`config.mk`:
```
export PLATFORM = sky130hd
export DESIGN_NAME = frac_ffe_tx
export DESIGN_NICKNAME = d
export VERILOG_FILES = /design/src/rtl/ffe_fs_pkg.sv /design/src/rtl/ffe_ui_timer.sv /design/src/rtl/ffe_shadow.sv /design/src/rtl/ffe_tap_line.sv /design/src/rtl/frac_ffe_tx.sv
export SDC_FILE = /design/constraint.sdc
export NUM_CORES = 1
export LEC_CHECK = 0
export ABC_CLOCK_PERIOD_IN_PS = 11200
export BUFFER_PORTS_ARGS = -buffer_cell sky130_fd_sc_hd__buf_2
export CORE_AREA = 2 2 78 80
export CTS_CLUSTER_DIAMETER = 40
export DETAILED_ROUTE_END_ITERATION = 16
export DIE_AREA = 0 0 80 82
export PLACE_DENSITY_LB_ADDON = 0.12
export REMOVE_ABC_BUFFERS = 1
export SYNTH_ARGS = -nofsm -noshare
export SYNTH_HDL_FRONTEND = slang
export SYNTH_SLANG_ARGS = --single-unit
```
`constraint.sdc`:
```
create_clock -name clk -period 11.2 [get_ports clk]
set_input_delay 1.12 -clock clk [delete_from_list [all_inputs] [get_ports clk]]
set_output_delay 1.12 -clock clk [all_outputs]
set_load 0.02 [all_outputs]
```
`src/rtl/ffe_fs_pkg.sv`:
```
package ffe_fs_pkg;

   // One oversample of a cursor: vld is clear until real data has arrived.
   typedef struct packed {
      logic vld;
      logic one;
   } smp_t;

   localparam smp_t SMP_EMPTY = '{vld: 1'b0, one: 1'b0};

endpackage

```
`src/rtl/ffe_ui_timer.sv`:
```
module ffe_ui_timer #(
   parameter int OSR = 10
) (
   input  logic clk,
   input  logic rst_n,
   input  logic samp_en,
   output logic ui_edge
);
   localparam int PW = (OSR > 1) ? $clog2(OSR) : 1;

   if (OSR < 2) begin : g_bad_osr
      $error("ffe_ui_timer: OSR must be at least 2");
   end

   logic [PW-1:0] ph;

   always_ff @(posedge clk or negedge rst_n) begin
      if (!rst_n)
         ph <= '0;
      else if (samp_en)
         ph <= (ph == PW'(OSR - 1)) ? '0 : ph + 1'b1;
   end

   assign ui_edge = samp_en && (ph == '0);

   // the phase never leaves 0..OSR-1
   p_phase_range_r2: assert property (@(posedge clk) disable iff (!rst_n)
      ({1'b0, ph} < (PW + 1)'(OSR)));

   // no strobe, no phase movement
   p_phase_idle_r7: assert property (@(posedge clk) disable iff (!rst_n)
      !samp_en |=> $stable(ph));

endmodule

```
`src/rtl/ffe_shadow.sv`:
```
module ffe_shadow #(
   parameter int WW   = 6,
   parameter int DSW  = 4,
   parameter int DMIN = 4,
   parameter int DMAX = 8
) (
   input  logic           clk,
   input  logic           rst_n,
   input  logic           load,
   input  logic [DSW-1:0] dly_in,
   input  logic [WW-1:0]  wm_in,
   input  logic [WW-1:0]  wf_in,
   input  logic [WW-1:0]  wp_in,
   output logic [DSW-1:0] d_act,
   output logic [WW-1:0]  wm_act,
   output logic [WW-1:0]  wf_act,
   output logic [WW-1:0]  wp_act
);
   if (DMIN > DMAX) begin : g_bad_range
      $error("ffe_shadow: DMIN exceeds DMAX");
   end
   if (DMAX >= (1 << DSW)) begin : g_bad_width
      $error("ffe_shadow: DSW too narrow for DMAX");
   end

   logic [DSW-1:0] d_clamp;

   always_comb begin
      if (dly_in < DSW'(DMIN))
         d_clamp = DSW'(DMIN);
      else if (dly_in > DSW'(DMAX))
         d_clamp = DSW'(DMAX);
      else
         d_clamp = dly_in;
   end

   always_ff @(posedge clk or negedge rst_n) begin
      if (!rst_n) begin
         d_act  <= DSW'(DMIN);
         wm_act <= '0;
         wf_act <= '0;
         wp_act <= '0;
      end else if (load) begin
         d_act  <= d_clamp;
         wm_act <= wm_in;
         wf_act <= wf_in;
         wp_act <= wp_in;
      end
   end

   // the active delay always lies inside the supported window
   p_dly_bound_r5: assert property (@(posedge clk) disable iff (!rst_n)
      (d_act >= DSW'(DMIN)) && (d_act <= DSW'(DMAX)));

   // settings only move on a boundary load
   p_shadow_hold_r6: assert property (@(posedge clk) disable iff (!rst_n)
      !load |=> $stable({d_act, wm_act, wf_act, wp_act}));

endmodule

```
`src/rtl/ffe_tap_line.sv`:
```
module ffe_tap_line
   import ffe_fs_pkg::*;
#(
   parameter int OSR  = 10,
   parameter int DSW  = 4,
   parameter int DMIN = 4,
   parameter int DMAX = 8
) (
   input  logic           clk,
   input  logic           rst_n,
   input  logic           samp_en,
   input  logic           ui_edge,
   input  logic           tx_bit,
   input  logic [DSW-1:0] d_sel,
   output smp_t           main_s,
   output smp_t           frac_s,
   output smp_t           post_s
);
   if (DMAX >= OSR) begin : g_bad_dmax
      $error("ffe_tap_line: fractional delay must stay below one UI");
   end

   smp_t line [OSR+1];
   smp_t head;

   // New symbol at the boundary, otherwise the held main cursor repeats.
   always_comb begin
      head = line[0];
      if (ui_edge) begin
         head.vld = 1'b1;
         head.one = tx_bit;
      end
   end

   always_ff @(posedge clk or negedge rst_n) begin
      if (!rst_n) begin
         for (int i = 0; i <= OSR; i++) line[i] <= SMP_EMPTY;
      end else if (samp_en) begin
         line[0] <= head;
         for (int i = 1; i <= OSR; i++) line[i] <= line[i-1];
      end
   end

   always_comb begin
      frac_s = line[DMIN];
      for (int k = DMIN; k <= DMAX; k++)
         if (d_sel == DSW'(k)) frac_s = line[k];
   end

   assign main_s = line[0];
   assign post_s = line[OSR];

   // the main cursor holds still on strobes inside a UI
   p_main_steady_r2: assert property (@(posedge clk) disable iff (!rst_n)
      (samp_en && !ui_edge) |=> (main_s == $past(main_s)));

endmodule

```
`src/rtl/frac_ffe_tx.sv`:
```
module frac_ffe_tx
   import ffe_fs_pkg::*;
#(
   parameter int OSR  = 10,
   parameter int WW   = 6,
   parameter int OW   = 9,
   parameter int DSW  = 4,
   parameter int DMIN = 4,
   parameter int DMAX = 8
) (
   input  logic                 clk,
   input  logic                 rst_n,
   input  logic                 samp_en,
   input  logic                 tx_bit,
   input  logic [DSW-1:0]       dly_sel,
   input  logic [WW-1:0]        wt_main,
   input  logic [WW-1:0]        wt_frac,
   input  logic [WW-1:0]        wt_post,
   output logic signed [OW-1:0] eq_code
);
   localparam int SW = WW + 3;

   if (OW < 2) begin : g_bad_ow
      $error("frac_ffe_tx: OW must be at least 2");
   end

   logic           ui_edge;
   logic [DSW-1:0] d_act;
   logic [WW-1:0]  wm_act, wf_act, wp_act;
   smp_t           main_s, frac_s, post_s;

   ffe_ui_timer #(.OSR(OSR)) u_timer (
      .clk(clk), .rst_n(rst_n), .samp_en(samp_en), .ui_edge(ui_edge)
   );

   ffe_shadow #(.WW(WW), .DSW(DSW), .DMIN(DMIN), .DMAX(DMAX)) u_shadow (
      .clk(clk), .rst_n(rst_n), .load(ui_edge),
      .dly_in(dly_sel), .wm_in(wt_main), .wf_in(wt_frac), .wp_in(wt_post),
      .d_act(d_act), .wm_act(wm_act), .wf_act(wf_act), .wp_act(wp_act)
   );

   ffe_tap_line #(.OSR(OSR), .DSW(DSW), .DMIN(DMIN), .DMAX(DMAX)) u_line (
      .clk(clk), .rst_n(rst_n), .samp_en(samp_en), .ui_edge(ui_edge),
      .tx_bit(tx_bit), .d_sel(d_act),
      .main_s(main_s), .frac_s(frac_s), .post_s(post_s)
   );

   function automatic logic signed [SW-1:0] tap_term(smp_t s, logic [WW-1:0] w);
      logic signed [SW-1:0] mag;
      mag = $signed({3'b000, w});
      if (!s.vld) return '0;
      return s.one ? mag : -mag;
   endfunction

   logic signed [SW-1:0] raw;
   logic signed [OW-1:0] code_sat;

   assign raw = tap_term(main_s, wm_act) - tap_term(frac_s, wf_act)
              - tap_term(post_s, wp_act);

   if (OW >= SW) begin : g_wide
      assign code_sat = OW'(raw);
   end else begin : g_clip
      localparam logic signed [SW-1:0] HI = SW'((1 << (OW - 1)) - 1);
      localparam logic signed [SW-1:0] LO = SW'(-(1 << (OW - 1)));
      always_comb begin
         if (raw > HI)
            code_sat = HI[OW-1:0];
         else if (raw < LO)
            code_sat = LO[OW-1:0];
         else
            code_sat = raw[OW-1:0];
      end
   end

   assign eq_code = post_s.vld ? code_sat : '0;

   // without a strobe the driver code stays put
   p_code_idle_r7: assert property (@(posedge clk) disable iff (!rst_n)
      !samp_en |=> $stable(eq_code));

   // code stays zero while the fractional tap is still empty
   p_fill_zero_r1: assert property (@(posedge clk) disable iff (!rst_n)
      !frac_s.vld |-> (eq_code == '0));

endmodule

```
Word level (Yosys, flattened, before mapping)
Cells that the tools add are included.
- flip-flop bits (word level): 48
- word-level logic and storage cells: 57
- bits of input ports: 26
- mux-type cells: 14
- $lt $le $gt $ge: 2
- equal/unequal tests: 5
- add/subtract/negate cells: 6
- reduce and logical (&&, ||, !) cells: 3
- operators by type and width (cell ; number):
    2-to-1 mux 9 bit ; 7
    negator 6 -> 9 bit ; 3
    subtractor 9 bit ; 2
    == test 4 x 3 -> 1 bit, second input constant ; 3
    2-to-1 mux 4 bit ; 3
    == test 4 bit, second input constant ; 2
    2-to-1 mux 2 bit ; 4
    adder 4 x 1 -> 4 bit, second input constant ; 1
    greater-than comparator 4 bit, second input constant ; 1
    zero test 4 bit ; 1
    < comparator 4 x 3 -> 1 bit, second input constant ; 1
    AND reduction 2 bit ; 1
    logical AND 1 bit ; 1

Longest topological paths before layout
Gate-level depths: netlist (run 1).
- depth in word-level cells: 10
- mapped depth: 16

Modules after synthesis
From an unflattened synthesis (run 1), not the netlist that was laid out.
- cell total of the unflattened synthesis: 295
- area, all modules: 3296.9 um2
- modules (own cells, without submodules) (module ; area an instance (um2) ; times used ; cells each):
    frac_ffe_tx ; 1164.9 ; 1 ; 148
    ffe_tap_line ; 1022.2 ; 1 ; 76
    ffe_shadow ; 912.1 ; 1 ; 53
    ffe_ui_timer ; 197.7 ; 1 ; 18

Worst setup path after synthesis (run 1)
No wires, ideal clock.
- path type: reg-to-output
- start: register u_shadow.d_act[2]
- end: output eq_code[8]
- arrival time: 3.594 ns
- data required time: 10.080 ns
- setup slack: 6.486 ns
- path buffers: 1
- cell stages (with the launch flop): 17
- cell sequence: dfstp_2 -> buf_2 -> nor4_1 -> o21a_1 -> a221o_1 -> nand2_1 -> xor2_1 -> nor2_1 -> fa_1 -> inv_1 -> ha_1 -> a21o_1 -> a21oi_1 -> a21oi_1 -> o21a_1 -> a2111o_1 -> nand2_1
- word-level cells in the longest chain between the ends: 10
- ends and longest elaborated chain (item ; line ; RTL):
    start: declaration ; ffe_shadow.sv:14 ; output logic [DSW-1:0] d_act,
    start signal: assignment ; ffe_shadow.sv:39 ; d_act <= DSW'(DMIN);
    start signal: assignment ; ffe_shadow.sv:44 ; d_act <= d_clamp;
    == test 4 x 3 -> 1 bit ; ffe_tap_line.sv:47 ; if (d_sel == DSW'(k)) frac_s = line[k];
    2-to-1 mux 2 bit (3 in series) ; ffe_tap_line.sv:47 ;
    2-to-1 mux 2 bit * ; ffe_tap_line.sv:47 ;
    2-to-1 mux 9 bit ; frac_ffe_tx.sv:52 ; return s.one ? mag : -mag;
    2-to-1 mux 9 bit * ; frac_ffe_tx.sv:52 ;
    subtractor 9 bit * ; frac_ffe_tx.sv:58 ; assign raw = tap_term(main_s, wm_act) - tap_term(frac_s, wf_act)
    subtractor 9 bit * ; frac_ffe_tx.sv:59 ; - tap_term(post_s, wp_act);
    2-to-1 mux 9 bit * ; frac_ffe_tx.sv:76 ; assign eq_code = post_s.vld ? code_sat : '0;
    end: declaration ; frac_ffe_tx.sv:19 ; output logic signed [OW-1:0] eq_code
Every way passes the cells marked *; elsewhere a longest branch is shown, timed or not.

Worst setup path after layout (run 1)
- start: register u_shadow.d_act[1]
- end: output eq_code[8]
Same word-level chain as after synthesis.

==> impl_results.rst, run 1 <==
.. list-table::
   :header-rows: 1

   * - Metric
     - Value
   * - Result of the run
     - finished clean
   * - Maximum achievable frequency
     - 0.190 GHz
   * - Area of the core
     - 5750 um2
   * - CP Capture Type
     - primary output
   * - Hold Path Class
     - reg -> reg
   * - Average cell area after synthesis
     - 9.95 um2
   * - Hold Crit Endpoint
     - u_line.post_s[1]
   * - Actual transition at the worst max-transition pin
     - 1.06 ns
   * - Launch point of the worst hold path
     - u_line.line[3]
   * - R2R Path End
     - u_shadow.wf_act[5]
   * - Horizontal die dimension
     - 80 um
   * - Most used standard cell by instance count after synthesis
     - sky130_fd_sc_hd__dfrtp_1
   * - DRT antenna net count
     - 0
   * - Top cell types by occurrence after synthesis
     - sky130_fd_sc_hd__dfrtp_1 (47), sky130_fd_sc_hd__mux2_2 (32), sky130_fd_sc_hd__inv_1 (29)
   * - Source of the worst register-to-register timing path
     - u_timer.ph[1]
   * - Worst slack at placement
     - 6.26 ns
   * - Clock latency at the later pin of the worst-skew pair
     - 0.30 ns
   * - Fraction of the core area covered by cells at the end of the flow
     - 0.592
   * - Hold Path Cell Cnt
     - 2
   * - Worst clock skew on the final layout
     - 0.0102 ns
   * - Number of nets in the finished design
     - 381
   * - Prevailing post-synth register cell
     - sky130_fd_sc_hd__dfrtp_1
   * - Fraction of registers with async set/reset
     - 1.00
   * - Max FO, Critical Path
     - 9
   * - Detailed-route via count
     - 2204
   * - Longest Clk Path Bufs
     - 2
   * - Fillers
     - 539
   * - Area contributors post-synth
     - sky130_fd_sc_hd__dfrtp_1 (38%), sky130_fd_sc_hd__mux2_2 (12%), sky130_fd_sc_hd__fa_1 (5.2%)
   * - Most common cell type on the critical path
     - sky130_fd_sc_hd__nor2_1
   * - Portion of the post-synthesis area used by sequential elements
     - 0.394
   * - Type of the worst setup path
     - reg -> out
   * - Count of distinct cell types in the synthesized netlist
     - 46
   * - Fraction of final layout cells sized beyond drive strength 1
     - 0.240
   * - Seq cells post-synth
     - 48
   * - Post-synthesis cell type with the largest combined area
     - sky130_fd_sc_hd__dfrtp_1
   * - Clk slew on worst S/H paths
     - 0.10 ns
   * - Post-CTS setup repair buffer count
     - 0
   * - Max-slew violation count
     - 0
   * - Number of flops mapped to enable cells by yosys
     - 0
   * - Effective utilization at floorplan
     - 0.532
   * - Multi-input gate area
     - 1680 um2
   * - Share of the clock period used by the worst path
     - 0.471
   * - Unrepaired setup endpoints after global routing
     - no
   * - Die Y
     - 82 um
   * - Via count of the first global-routing pass
     - 2109
   * - Final setup fails
     - 0
   * - GRT Residual Overflow
     - 0
   * - Number of instances resized during post-cts repair
     - 0
   * - Number of standard-cell rows in the floorplan
     - 28
   * - Area of the mapped netlist
     - 3060 um2
   * - CTS root buf
     - sky130_fd_sc_hd__clkbuf_8
   * - CTS tree
     - yes
   * - H-tree levels
     - 2
   * - Post-detailed-route wirelength per cell
     - 13.7 um
   * - Min setup slack post-route
     - 5.92 ns
   * - Final weighted congestion in routability-driven placement
     - 0.882
   * - Worst max-slew margin expressed relative to the limit
     - 0.294
   * - Non-filler cells, final
     - 412
   * - Die area
     - 6560 um2
   * - Count of hold buffers inserted by post-cts repair
     - 0
   * - I/O pin count
     - 35
   * - Antenna violations before repair
     - 0
   * - Clock period minus worst slack
     - 5.28 ns
   * - Warnings, synthesis
     - 0
   * - Register cell area after layout
     - 1200 um2
   * - Register-to-Register Setup Slack
     - 9.52 ns
   * - Cell Chain, Critical Path
     - nor4b_1 > a211o_1 > a221oi_4 > nor2_1 > xnor2_1 > nor2_1 > fa_1 > inv_1 > ha_1 > nor2b_1 > o2111ai_1 > a21oi_1 > o21a_1 > a2111o_1 > nand2_1 > buf_2
   * - Count of inserted antenna diode cells
     - 0
   * - Critical Path Source Type
     - flip-flop
   * - Gate count after technology mapping
     - 307
   * - Pin count of the biggest net entering global routing
     - 49
   * - Post-synth top area share
     - 0.385
   * - Number of cell instances on the worst register-to-register path
     - 4
   * - Arrival time of the worst setup path
     - 4.16 ns
   * - Reported max-cap violation count
     - 0
   * - Aggregate global-route resource usage
     - 0.188
   * - Total negative setup slack
     - 0 ns
   * - DRC Markers
     - 0
   * - Instance count after placement with tap cells included
     - 404
   * - Vias per Instance
     - 5.35
   * - Area delta synth->final
     - 11.4%
   * - Pre-Repair DR Iteration Count
     - 4
   * - HPWL after DPL
     - 4.19 mm
   * - Cell with the biggest individual delay on the critical path
     - sky130_fd_sc_hd__fa_1
   * - Number of buffer cells added on primary ports
     - 34
   * - Final routed wirelength across all metal layers
     - 5.63 mm
   * - Inserted Clock Buffers
     - 5
   * - Number of hold violations in the final report
     - 0
   * - Wire length of the first global-routing pass
     - 9.58 mm
   * - Delay of the slowest cell on the worst path
     - 0.54 ns
   * - Required time worst endpoint
     - 10.08 ns
   * - Number of clock sinks
     - 48
   * - Count of routing violations after the opening detailed-route iteration
     - 85
## metrics by stage
stage	hold WS [ns]	cell area, um2
final	0.491	3400
after global routing	0.536	3400
after CTS	0.499	3400
after detailed placement	0.475	3270
after global placement	0.471	3270
after floorplan	0.448	2990
## worst max-delay path, delay by kind of cell, from the launching register on
family / cells / cell delay, ns
compound gates: 6 / 1.53
fa+ha+maj: 2 / 0.86
simple gates: 5 / 0.62
flops: 1 / 0.48
buf+inv: 2 / 0.20
xor+xnor: 1 / 0.16
## kinds of logic (layout without fill, tap and decap cells)
group	Yosys count	count (layout)	synth area share
fa+ha+maj	19	19	0.0975
simple gates	89	89	0.145
flops	48	48	0.394
mux	35	35	0.128
buf+inv	42	72	0.0557
compound gates	57	57	0.127
xor+xnor	17	17	0.0536
## final cells by class
cell class | instances | share of cell area
sequential | 48 | 0.353
clock inverter | 3 | 0.0202
inverter | 29 | 0.0320
tap | 75 | 0.0276
clock buffer | 5 | 0.0202
timing repair buffer | 35 | 0.0522
multi-input combinational | 217 | 0.494
## cells in the final DEF, fill, tap and decap left out, drive strengths merged, types with 10 or more instances in the layout
| cell type | netlist | layout |
|---|---|---|
| a21oi | 13 | 13 |
| buf | 5 | 35 |
| dfrtp | 47 | 47 |
| ha | 11 | 11 |
| inv | 29 | 30 |
| mux2 | 32 | 32 |
| nand2 | 23 | 23 |
| nor2 | 27 | 27 |
| nor3 | 10 | 10 |
| o21ai | 19 | 19 |
## state kept, by name, summed over array words and instances (netlist names)
name	flops
u_shadow.wf_act	6
u_line.main_s	2
u_timer.ph	4
u_shadow.wm_act	6
u_line.line	18
u_line.post_s	2
u_shadow.d_act	4
u_shadow.wp_act	6
## layer usage
metal / track usage / wire length, um / vias up
li1: - / - / 1111
met1: 0.248 / 2620 / 1056
met2: 0.323 / 2760 / 28
met3: 0.0264 / 171 / 9
met4: 0.0559 / 78 / 0
met5: 0 / 0 / -
## worst max-delay path by stage
stage,from,to,cells after the start
finish,u_shadow.d_act[1],eq_code[8],16
global route,u_shadow.d_act[1],eq_code[8],16
CTS,u_shadow.d_act[1],eq_code[8],16
detailed placement,u_shadow.d_act[1],eq_code[8],16
global placement,u_shadow.d_act[1],eq_code[8],16
floorplan,u_shadow.d_act[1],eq_code[8],15
Power of run 1 is not shown: default switching activity piles up to over one toggle a cycle in this logic, so the estimate is an artifact.
==> run 2, diff against run 1 <==
Settings changed: ABC_CLOCK_PERIOD_IN_PS 11200 to 4750, CORE_AREA 2 2 78 80 to 2 2 79 81, DIE_AREA 0 0 80 82 to 0 0 81 83.
Clock period 11.2 ns to 4.75 ns, I/O delays scaled along.
==> impl_results.rst, run 2 (same netlist as run 1, synthesis figures left out) <==
.. list-table::
   :header-rows: 1

   * - Metric
     - Value
   * - Max-slew violation count
     - 0
   * - Biggest register
     - u_line.line
   * - Result of the run
     - finished clean
   * - Startpoint of the worst setup timing path
     - u_shadow.d_act[1]
   * - Hold Path Class
     - in -> reg
   * - Final weighted congestion in routability-driven placement
     - 0.843
   * - Arrival time of the worst setup path
     - 4.06 ns
   * - Vias per Instance
     - 5.43
   * - Worst max-slew margin expressed relative to the limit
     - 0.224
   * - Register-to-Register Setup Slack
     - 2.58 ns
   * - Number of buffers and inverters on the critical path
     - 2
   * - Finished Cell Area
     - 3450 um2
   * - Reported max-cap violation count
     - 0
   * - Via count of the first global-routing pass
     - 2078
   * - Number of clock sinks
     - 48
   * - Fillers
     - 531
   * - Unrepaired setup endpoints after global routing
     - no
   * - Clock period minus worst slack
     - 4.53 ns
   * - Number of cell instances on the worst register-to-register path
     - 3
   * - Die area
     - 6720 um2
   * - Kind of cell adding the most delay to the critical path
     - compound AO/OA/AOI/OAI gates
   * - Aggregate global-route resource usage
     - 0.184
   * - Critical Path Source Type
     - flip-flop
   * - H-tree levels
     - 2
   * - CTS root buf
     - sky130_fd_sc_hd__clkbuf_8
   * - Routed length on met1
     - 2.90 mm
   * - Area delta synth->final
     - 13.0%
   * - Antenna violations before repair
     - 0
   * - Delay of the slowest cell on the worst path
     - 0.46 ns
   * - Hold Path Cell Cnt
     - 2
   * - CP Capture Type
     - primary output
   * - Share of the clock period used by the worst path
     - 0.954
   * - Hold Crit Endpoint
     - u_shadow.d_act[2]
   * - HPWL after DPL
     - 4.33 mm
   * - Effective utilization at floorplan
     - 0.525
   * - Pre-Repair DR Iteration Count
     - 4
   * - Number of standard-cell rows in the floorplan
     - 28
   * - I/O pin count
     - 35
   * - Source of the worst register-to-register timing path
     - u_timer.ph[0]
   * - Final routed wirelength across all metal layers
     - 6.01 mm
   * - CTS tree
     - yes
   * - Max FO, Critical Path
     - 6
   * - Maximum achievable frequency
     - 0.221 GHz
   * - Number of nets in the finished design
     - 387
   * - Post-detailed-route wirelength per cell
     - 14.4 um
   * - Fraction of final layout cells sized beyond drive strength 1
     - 0.277
   * - Most frequent cells in the layout
     - sky130_fd_sc_hd__dfrtp_1 (44), sky130_fd_sc_hd__buf_2 (33), sky130_fd_sc_hd__mux2_2 (32), sky130_fd_sc_hd__inv_1 (29), sky130_fd_sc_hd__nor2_1 (26)
   * - Type of the worst setup path
     - reg -> out
   * - Cell with the biggest individual delay on the critical path
     - sky130_fd_sc_hd__dfrtp_2
   * - Count of inserted antenna diode cells
     - 0
   * - Total negative setup slack
     - 0 ns
   * - Inserted Clock Buffers
     - 5
   * - DRT antenna net count
     - 0
   * - Clock latency at the later pin of the worst-skew pair
     - 0.29 ns
   * - Die Y
     - 83 um
   * - Length of routed met2 wiring
     - 2.84 mm
   * - Actual transition at the worst max-transition pin
     - 1.16 ns
   * - Detailed-route via count
     - 2269
   * - Final setup fails
     - 0
   * - GRT Residual Overflow
     - 0
   * - Area of the core
     - 5820 um2
   * - Count of routing violations after the opening detailed-route iteration
     - 72
   * - Number of buffer cells added on primary ports
     - 34
   * - Required time worst endpoint
     - 4.28 ns
   * - Dpl cell area
     - 3270 um2
   * - Longest Clk Path Bufs
     - 2
   * - Horizontal die dimension
     - 81 um
   * - Pin count of the biggest net entering global routing
     - 49
   * - Cell Chain, Critical Path
     - mux2i_1 > a211o_1 > a221o_1 > buf_4 > nor2_1 > a21oi_1 > nor2_1 > ha_1 > fa_1 > nor2b_1 > o2111ai_1 > a21oi_1 > nor3_1 > a2111o_1 > nand2_1 > buf_4
   * - Worst clock skew on the final layout
     - 0.00441 ns
   * - Detailed route wirelength on metal3
     - 171 um
   * - Launch point of the worst hold path
     - dly_sel[3]
   * - Number of hold violations in the final report
     - 0
   * - Clk slew on worst S/H paths
     - 0.09 ns
   * - DRC Markers
     - 0
   * - Flip-flop count of the largest register, all copies and words added
     - 18
   * - Wire length of the first global-routing pass
     - 9.78 mm
   * - Max layer used
     - met4
   * - Most common cell after layout, fill and taps aside
     - sky130_fd_sc_hd__dfrtp_1
   * - R2R Path End
     - u_shadow.wf_act[5]
[run 2: cell types whose count changed in the layout (fill, tap and decap cells not counted), sizes merged]
cell	change
bufinv	-2
inv	-1
clkinvlp	+1
buf	+6
clkbuf	+2
[run 2: worst register-to-register path, stage by stage (launching register included)]
cell                      delay, ns
sky130_fd_sc_hd__dfrtp_1       0.43
sky130_fd_sc_hd__nor4_1        0.26
sky130_fd_sc_hd__and2_1        0.94
sky130_fd_sc_hd__mux2_2        0.43
[run 2: layout make-up]
cell class / count / area [um2] / area share
multi-input combinational: 217 / 1720 / 0.499
sequential: 48 / 1210 / 0.349
timing repair buffer: 41 / 229 / 0.0663
inverter: 29 / 109 / 0.0315
tap: 75 / 93.8 / 0.0272
clock buffer: 7 / 86.3 / 0.0250
clock inverter: 1 / 7.51 / 0.00217
[run 2: worst max path at each step]
stage	endpoint	cells after the start
2_1_floorplan	eq_code[8]	15
3_3_place_gp	eq_code[8]	16
3_5_place_dp	eq_code[8]	16
4_1_cts	eq_code[8]	16
5_1_grt	eq_code[8]	16
6_report	eq_code[8]	16
[run 2: through the flow]
stage	cells	hold slack [ns]	worst slack (ns)	utilization
global route	418	0.368	0.00215	0.594
CTS	412	0.343	0.108	0.578
floorplan	294	0.179	0.717	-
global placement	404	0.476	0.522	0.562
finish	418	0.355	0.216	0.594
detailed placement	404	0.478	0.446	0.562
[run 2: routing by layer]
metal	track usage	up-vias
met1	0.255	1098
met5	0	-
met2	0.295	38
met4	0.0586	0
met3	0.0250	7
li1	-	1126
[run 2: repair_timing]
action	in CTS	in global routing
endpoints found under the setup margin	0	1
hold buffers	0	0
endpoints found under the hold margin	0	0
resized for setup	0	13
setup buffers	0	6
Power of run 2 is left out for the same reason.
